==> config.mk <==
export PLATFORM = sky130hd
export DESIGN_NAME = pulse_capture
export DESIGN_NICKNAME = d
export VERILOG_FILES = /design/src/rtl/pulse_capture.sv
export SDC_FILE = /design/constraint.sdc
export NUM_CORES = 1
export LEC_CHECK = 0
export ABC_AREA = 1
export BUFFER_PORTS_ARGS = -buffer_cell sky130_fd_sc_hd__buf_2
export CAP_MARGIN = 20
export CORE_ASPECT_RATIO = 1.25
export CORE_MARGIN = 2
export CORE_UTILIZATION = 60
export DETAILED_ROUTE_END_ITERATION = 10
export GPL_ROUTABILITY_DRIVEN = 1
export PLACE_DENSITY_LB_ADDON = 0.3
export SLEW_MARGIN = 5
export SYNTH_ARGS = -nofsm -noshare
export SYNTH_HDL_FRONTEND = slang
export SYNTH_SLANG_ARGS = --single-unit
==> constraint.sdc <==
create_clock -name clk -period 2.8 [get_ports clk]
set_input_delay 0.28 -clock clk [delete_from_list [all_inputs] [get_ports clk]]
set_output_delay 0.28 -clock clk [all_outputs]
set_load 0.1 [all_outputs]
==> src/rtl/pulse_capture.sv <==
module pulse_capture #(
  parameter int CNT_W       = 16,
  parameter int SYNC_STAGES = 2
) (
  input  logic             clk,
  input  logic             rst_n,
  input  logic             en,
  input  logic             mode_duty,
  input  logic             act_low,
  input  logic             loop_en,
  input  logic             irq_en,
  input  logic             rd_clr,
  input  logic             sig_in,
  output logic [CNT_W-1:0] cur_count,
  output logic [CNT_W-1:0] pulse_w,
  output logic [CNT_W-1:0] cycle_w,
  output logic             irq,
  output logic             irq_raw,
  output logic             irq_ovf,
  output logic             busy
);

  localparam logic [CNT_W-1:0] CNT_MAX = '1;
  localparam logic [CNT_W-1:0] CNT_ONE = CNT_W'(1);

  typedef enum logic [2:0] {S_OFF, S_ARM, S_HI, S_LO, S_END} st_t;

  st_t st, st_nxt;
  logic [SYNC_STAGES:0] sq;
  logic [CNT_W-1:0] cnt, cnt_nxt, hi_w, hi_nxt, cnt_inc;
  logic act_now, act_prev, rise, fall, done;

  always_ff @(posedge clk or negedge rst_n)
    if (!rst_n) sq <= '0;
    else        sq <= {sq[SYNC_STAGES-1:0], sig_in};

  assign act_now  = sq[SYNC_STAGES-1] ^ act_low;
  assign act_prev = sq[SYNC_STAGES] ^ act_low;
  assign rise     = act_now & ~act_prev;
  assign fall     = ~act_now & act_prev;
  assign cnt_inc  = (cnt == CNT_MAX) ? cnt : cnt + CNT_ONE;

  always_comb begin
    st_nxt  = st;
    cnt_nxt = cnt;
    hi_nxt  = hi_w;
    done    = 1'b0;
    if (!en) begin
      st_nxt = S_OFF;
    end else begin
      case (st)
        S_OFF: st_nxt = S_ARM;
        S_ARM:
          if (rise) begin
            st_nxt  = S_HI;
            cnt_nxt = CNT_ONE;
          end
        S_HI:
          if (fall) begin
            if (mode_duty) begin
              st_nxt  = S_LO;
              hi_nxt  = cnt;
              cnt_nxt = cnt_inc;
            end else begin
              done   = 1'b1;
              st_nxt = loop_en ? S_ARM : S_END;
            end
          end else begin
            cnt_nxt = cnt_inc;
          end
        S_LO:
          if (rise) begin
            done = 1'b1;
            if (loop_en) begin
              st_nxt  = S_HI;
              cnt_nxt = CNT_ONE;
            end else begin
              st_nxt = S_END;
            end
          end else begin
            cnt_nxt = cnt_inc;
          end
        default: st_nxt = st;
      endcase
    end
  end

  always_ff @(posedge clk or negedge rst_n)
    if (!rst_n) begin
      st      <= S_OFF;
      cnt     <= '0;
      hi_w    <= '0;
      pulse_w <= '0;
      cycle_w <= '0;
      irq_raw <= 1'b0;
      irq_ovf <= 1'b0;
    end else begin
      st   <= st_nxt;
      cnt  <= cnt_nxt;
      hi_w <= hi_nxt;
      if (done) begin
        if (mode_duty) begin
          pulse_w <= hi_w;
          cycle_w <= cnt;
        end else begin
          pulse_w <= cnt;
        end
        irq_raw <= 1'b1;
        irq_ovf <= ~rd_clr & (irq_ovf | irq_raw);
      end else if (rd_clr) begin
        irq_raw <= 1'b0;
        irq_ovf <= 1'b0;
      end
    end

  assign cur_count = cnt;
  assign irq       = irq_raw & irq_en;
  assign busy      = (st == S_ARM) || (st == S_HI) || (st == S_LO);

endmodule

# Yosys cells after proc, flatten, opt, wreduce, memory -nomap -nowiden
# Cells that the tools add are included.
# totals
ff_bits	72
inputBits	9
# classes
add_sub_neg	1
eq_ne	11
n_mux	24
n_bitwise	10
n_reduce_logical	9
# ops
op	count
two-way mux 16 bit	7
case mux 16 bit (3 select lines)	1
two-way mux 3 bit	7
adder 16 x 1 -> 16 bit (second input constant)	1
== test 16 bit (second input constant)	1
inequality test 3 bit (second input constant)	5
case mux 3 bit (4 select lines)	1
AND reduction 4 bit	2
two-way mux 1 bit	7
== test 3 x 2 -> 1 bit (second input constant)	2
inequality test 5 x 1 -> 1 bit (second input constant)	1
AND reduction 5 bit	1
AND 1 bit	4
== test 3 x 1 -> 1 bit (second input constant)	1
zero test 3 bit	1
NOT 1 bit	3
nonzero test 3 bit	1
logical OR 1 bit	2
inequality test 2 bit (second input constant)	1
case mux 1 bit (2 select lines)	1
AND reduction 2 bit	1
nonzero test 2 bit	1
XOR 1 bit	2
bitwise OR 1 bit	1

# Longest topological paths before layout
# logic_depth
word_depth	7
mapped_depth	12

# Worst setup path before layout
# OpenSTA, ideal clock, no wires.
# synth_path
path_type	reg-to-reg
from	register cnt[1], in the netlist cur_count[1]
to	register cnt[10], in the netlist cur_count[10]
arrival_ns	2.230
setup_slack_ns	0.502
stages_incl_launch_ff	10
period_less_slack_ns	2.298
path_cell_list	dfrtp_1 -> ha_1 -> nand3_1 -> nor3_2 -> nand3_1 -> nand2_1 -> nand3_1 -> nand2_1 -> nand2_1 -> nand2_1
# synth_between
elab_chain_len	5
# synth_rtl
element	line	source
from (decl)	30	logic [CNT_W-1:0] cnt, cnt_nxt, hi_w, hi_nxt, cnt_inc;
from (signal assigned)	99	cnt <= cnt_nxt;
adder 16 x 1 -> 16 bit or == test 16 bit (tied branches)	41	assign cnt_inc = (cnt == CNT_MAX) ? cnt : cnt + CNT_ONE;
two-way mux 16 bit (*)	41	
two-way mux 16 bit	60	if (mode_duty) begin
two-way mux 16 bit	59	if (fall) begin
case mux 16 bit (3 select lines) (*)	51	case (st)
# Mark *: on every way between the ends. The rest lies on a longest branch, timed or not. The select of a mux whose other input is x is not followed.
# A chain may end at the register's enable or synchronous reset.

# Final worst setup path
# layout_path
from	register st[0]
to	register cycle_w[10]
# layout_between
elab_chain_len	4
# layout_rtl
element	line	source
from (decl)	28	st_t st, st_nxt;
from (signal assigned)	98	st <= st_nxt;
== test 3 x 2 -> 1 bit	51	
case mux 1 bit (2 select lines) (*)	51	
two-way mux 1 bit (*)	48	if (!en) begin
AND reduction 2 bit (no source line) (*)	-	
to (signal assigned)	104	cycle_w <= cnt;
to (decl)	16	output logic [CNT_W-1:0] cycle_w,
# Mark *: on every way between the ends. The rest lies on a longest branch, timed or not.

==> impl_metrics.env <==
export IMPL_grt_pass1_vias=2975
export IMPL_clk_pin_slew_ns=0.08
export IMPL_drv_slew=0
export IMPL_gp_congestion=0.892
export IMPL_hp_class="in2reg"
export IMPL_outcome="completed"
export IMPL_timing_hold_violations_final=0
export IMPL_grt_setup_unrepaired="false"
export IMPL_dp_cells=557
export IMPL_die_w_um=73.4
export IMPL_gr_usage_all_layers_pct=26.5
export IMPL_grt_pass1_wl_um=13800
export IMPL_grt_overflow_total=0
export IMPL_fmax_ghz=0.464
export IMPL_finalClockSkew_ns=0.00785
export IMPL_drt_iter0_markers=284
export IMPL_initial_core_util_pct=62.2
export IMPL_clk_latency_ns=0.36
export IMPL_cpLargestDelayFamily="simple AND/OR/NAND/NOR gates"
export IMPL_numCtsBuffers=9
export IMPL_drc=0
export IMPL_ff2ff_setup_slack_ns=0.64
export IMPL_slowest_delay_ns=0.41
export IMPL_synth_top_cells_by_area="dfrtp_1, nand2_1, o211ai_1"
export IMPL_antenna_found_initial=0
export IMPL_final_nets=513
export IMPL_num_vias=3153
export IMPL_synth_fp_nets=454
export IMPL_fp_dieH_um=90.8
export IMPL_crit_required_ns=3.04
export IMPL_pre_cts_slack_ns=0.668
export IMPL_cts_tree="yes"
export IMPL_yosysSeqAreaShare_pct=49.8
export IMPL_rows=31
export IMPL_yosys_warnings=0
export IMPL_ys_ff_latch=72
export IMPL_holdPathStages=1
export IMPL_clkSinkCount=72
export IMPL_ys_dominant_reg_cell="dfrtp_1"
export IMPL_yosysTopAreaCell="dfrtp_1"
export IMPL_setup_viol=0
export IMPL_htreeDepth=3
export IMPL_syn_area_um2=3620
export IMPL_crit_path_end_kind="flop"
export IMPL_wl_per_cell_um=14.0
export IMPL_fin_ws_ns=0.645
export IMPL_wirelength_um=8050
export IMPL_tns_ns=0
export IMPL_period_needed_ns=2.16
export IMPL_antennaDiodeCount=0
export IMPL_leakage_nw=2.23
export IMPL_cp_num_buf_inv=2
export IMPL_fin_util_pct=70.9
export IMPL_synth_async_sr_flop_share_pct=100
export IMPL_worst_slew_pin_slew_ns=0.511
export IMPL_ff2ff_path_depth=10
export IMPL_finalCritPeriodShare_pct=77.0
export IMPL_yosysTopAreaCellShare_pct=49.8
export IMPL_crit_fanout=32
export IMPL_syn_instance_count=444
export IMPL_cap_violations=0
export IMPL_root_buffer="clkbuf_8"
export IMPL_reg2reg_from="st[0]$_DFFE_PN0P_"
export IMPL_crit_type="reg2reg"
export IMPL_layout_drive_gt1_share_pct=23.0
export IMPL_vdd_drop_max_v=0.000658
export IMPL_core_um2=5820
export IMPL_crit_arrival_ns=2.39
export IMPL_syn_to_final_growth_pct=14.1
export IMPL_worst_path_max_delay_cell="dfrtp_1"
export IMPL_start_kind="flop"
export IMPL_clockBufferDepth=2
export IMPL_place_hpwl_um=5660
export IMPL_final_cell_count_no_fill=574
export IMPL_dieArea_um2=6670
export IMPL_postSynthAreaPerCell_um2=8.14
export IMPL_endpoint="cycle_w[10]$_DFFE_PN0P_"
export IMPL_crit_chain="inv_1, nand3_1, nor2_1, nand2_1, o21ai_2, nand2_4, inv_6, nand2_4, nand2_1, o21ai_2"
export IMPL_ys_types=28
export IMPL_slew_headroom_pct=65.8
export IMPL_io_pins=61
export IMPL_synth_edf_count=0
export IMPL_drt_first_pass_iters=7
export IMPL_cp_depth=10
export IMPL_ant_nets=0
export IMPL_pwr_density_cell_nw_per_um2=1060
export IMPL_startpoint="st[0]$_DFFE_PN0P_"
export IMPL_grt_max_degree=73
export IMPL_r2r_end="cycle_w[10]$_DFFE_PN0P_"
export IMPL_vias_per_cell=5.49
export IMPL_port_buffers=60
## layout make-up
type	instances	area [um2]
Timing Repair Buffer	64	345
Sequential cell	72	1800
Multi-Input combinational cell	316	1560
Fill cell	461	1690
Clock buffer	10	138
Clock inverter	6	43.8
Inverter	40	155
Tap cell	66	82.6
## where the power goes
group          total, mW  switching, mW  internal, mW
Combinational       2.22           1.88         0.349
Sequential          1.41          0.152          1.26
Clock              0.754          0.407         0.348
Total               4.39           2.43          1.95
## kinds of logic (layout without fill, tap and decap cells)
| logic type | after synthesis | after routing | share of synthesized area (%) |
|---|---|---|---|
| buffers and inverters | 56 | 120 | 7.06 |
| flip-flops | 72 | 72 | 49.8 |
| XOR/XNOR | 4 | 4 | 0.969 |
| adder cells (fa/ha/maj) | 1 | 1 | 0.346 |
| AND/OR/NAND/NOR | 230 | 230 | 27.1 |
| AO/OA/AOI/OAI | 81 | 81 | 14.7 |
## worst reg2reg max path, cell delays in order, from the launching register on
cell and delay, ns:
dfrtp_1 0.41, inv_1 0.25, nand3_1 0.21, nor2_1 0.12
nand2_1 0.09, o21ai_2 0.09, nand2_4 0.17, inv_6 0.18
nand2_4 0.26, nand2_1 0.18, o21ai_2 0.06
## layer usage
layer | wire, um | share of wire [%] | track usage (%) | vias to the layer above
met3 | 457 | 5.7 | 6.14 | 14
met2 | 4030 | 50 | 40.9 | 108
met1 | 3400 | 42 | 35.2 | 1470
met5 | 0 | 0 | 0 | -
met4 | 166 | 2.1 | 12.0 | 0
li1 | - | - | - | 1561
## cells in the mapped netlist, drive strengths merged (3+ instances only)
| library cell | count |
|---|---|
| nand4 | 10 |
| nand3 | 19 |
| o211ai | 23 |
| nor3 | 3 |
| nand2 | 171 |
| buf | 10 |
| xor2 | 3 |
| inv | 40 |
| nor2 | 27 |
| o21ai | 55 |
| clkbuf | 6 |
| dfrtp | 72 |
## per-stage QoR
stage	hold WS, ns	area (um2)	power, mW
5_1_grt	0.00780	4130	4.61
2_1_floorplan	-0.0156	3620	3.29
3_3_place_gp	0.336	3930	3.62
3_5_place_dp	0.338	3930	3.65
6_report	0.0203	4130	4.39
4_1_cts	0.00894	4130	4.41
## registers in the layout (all words and copies together), names as in the netlist
name       count
st             3
sq             3
irq_raw        1
cur_count     16
cycle_w       16
hi_w          16
irq_ovf        1
pulse_w       16
## timing repair
action / 4_1_cts / 5_1_grt
buffers inserted: 0 / 0
hold endpoints to repair: 72 / 0
resized for setup: 0 / 0
endpoints found under the setup margin: 0 / 0
hold buffers: 1 / 0
## cell usage in the layout (no fill, tap or decap), drive strengths merged
master       Yosys  final
nand2          171    171
dfrtp           72     72
buf             10     63
o21ai           55     55
inv             40     41
nor2            27     27
o211ai          23     23
nand3           19     19
clkbuf           6     10
nand4           10     10
clkinv           0      4
xor2             3      3
nor3             3      3
a21oi            2      2
xnor2            1      1
o22ai            1      1
ha               1      1
clkinvlp         0      1
dlygate4sd3      0      1
## worst min-delay path by stage
stage / startpoint / to / slack [ns]
CTS: sig_in / sq[0]$_DFF_PN0_ / 0.009
finish: sig_in / sq[0]$_DFF_PN0_ / 0.02
global route: sig_in / sq[0]$_DFF_PN0_ / 0.008
detailed placement: rst_n / pulse_w[5]$_DFFE_PN0P_ / 0.34
global placement: rst_n / pulse_w[3]$_DFFE_PN0P_ / 0.34
floorplan: rst_n / cur_count[0]$_DFFE_PN0P_ / -0.02
No activity file was read; power rests on OpenSTA's default activity.
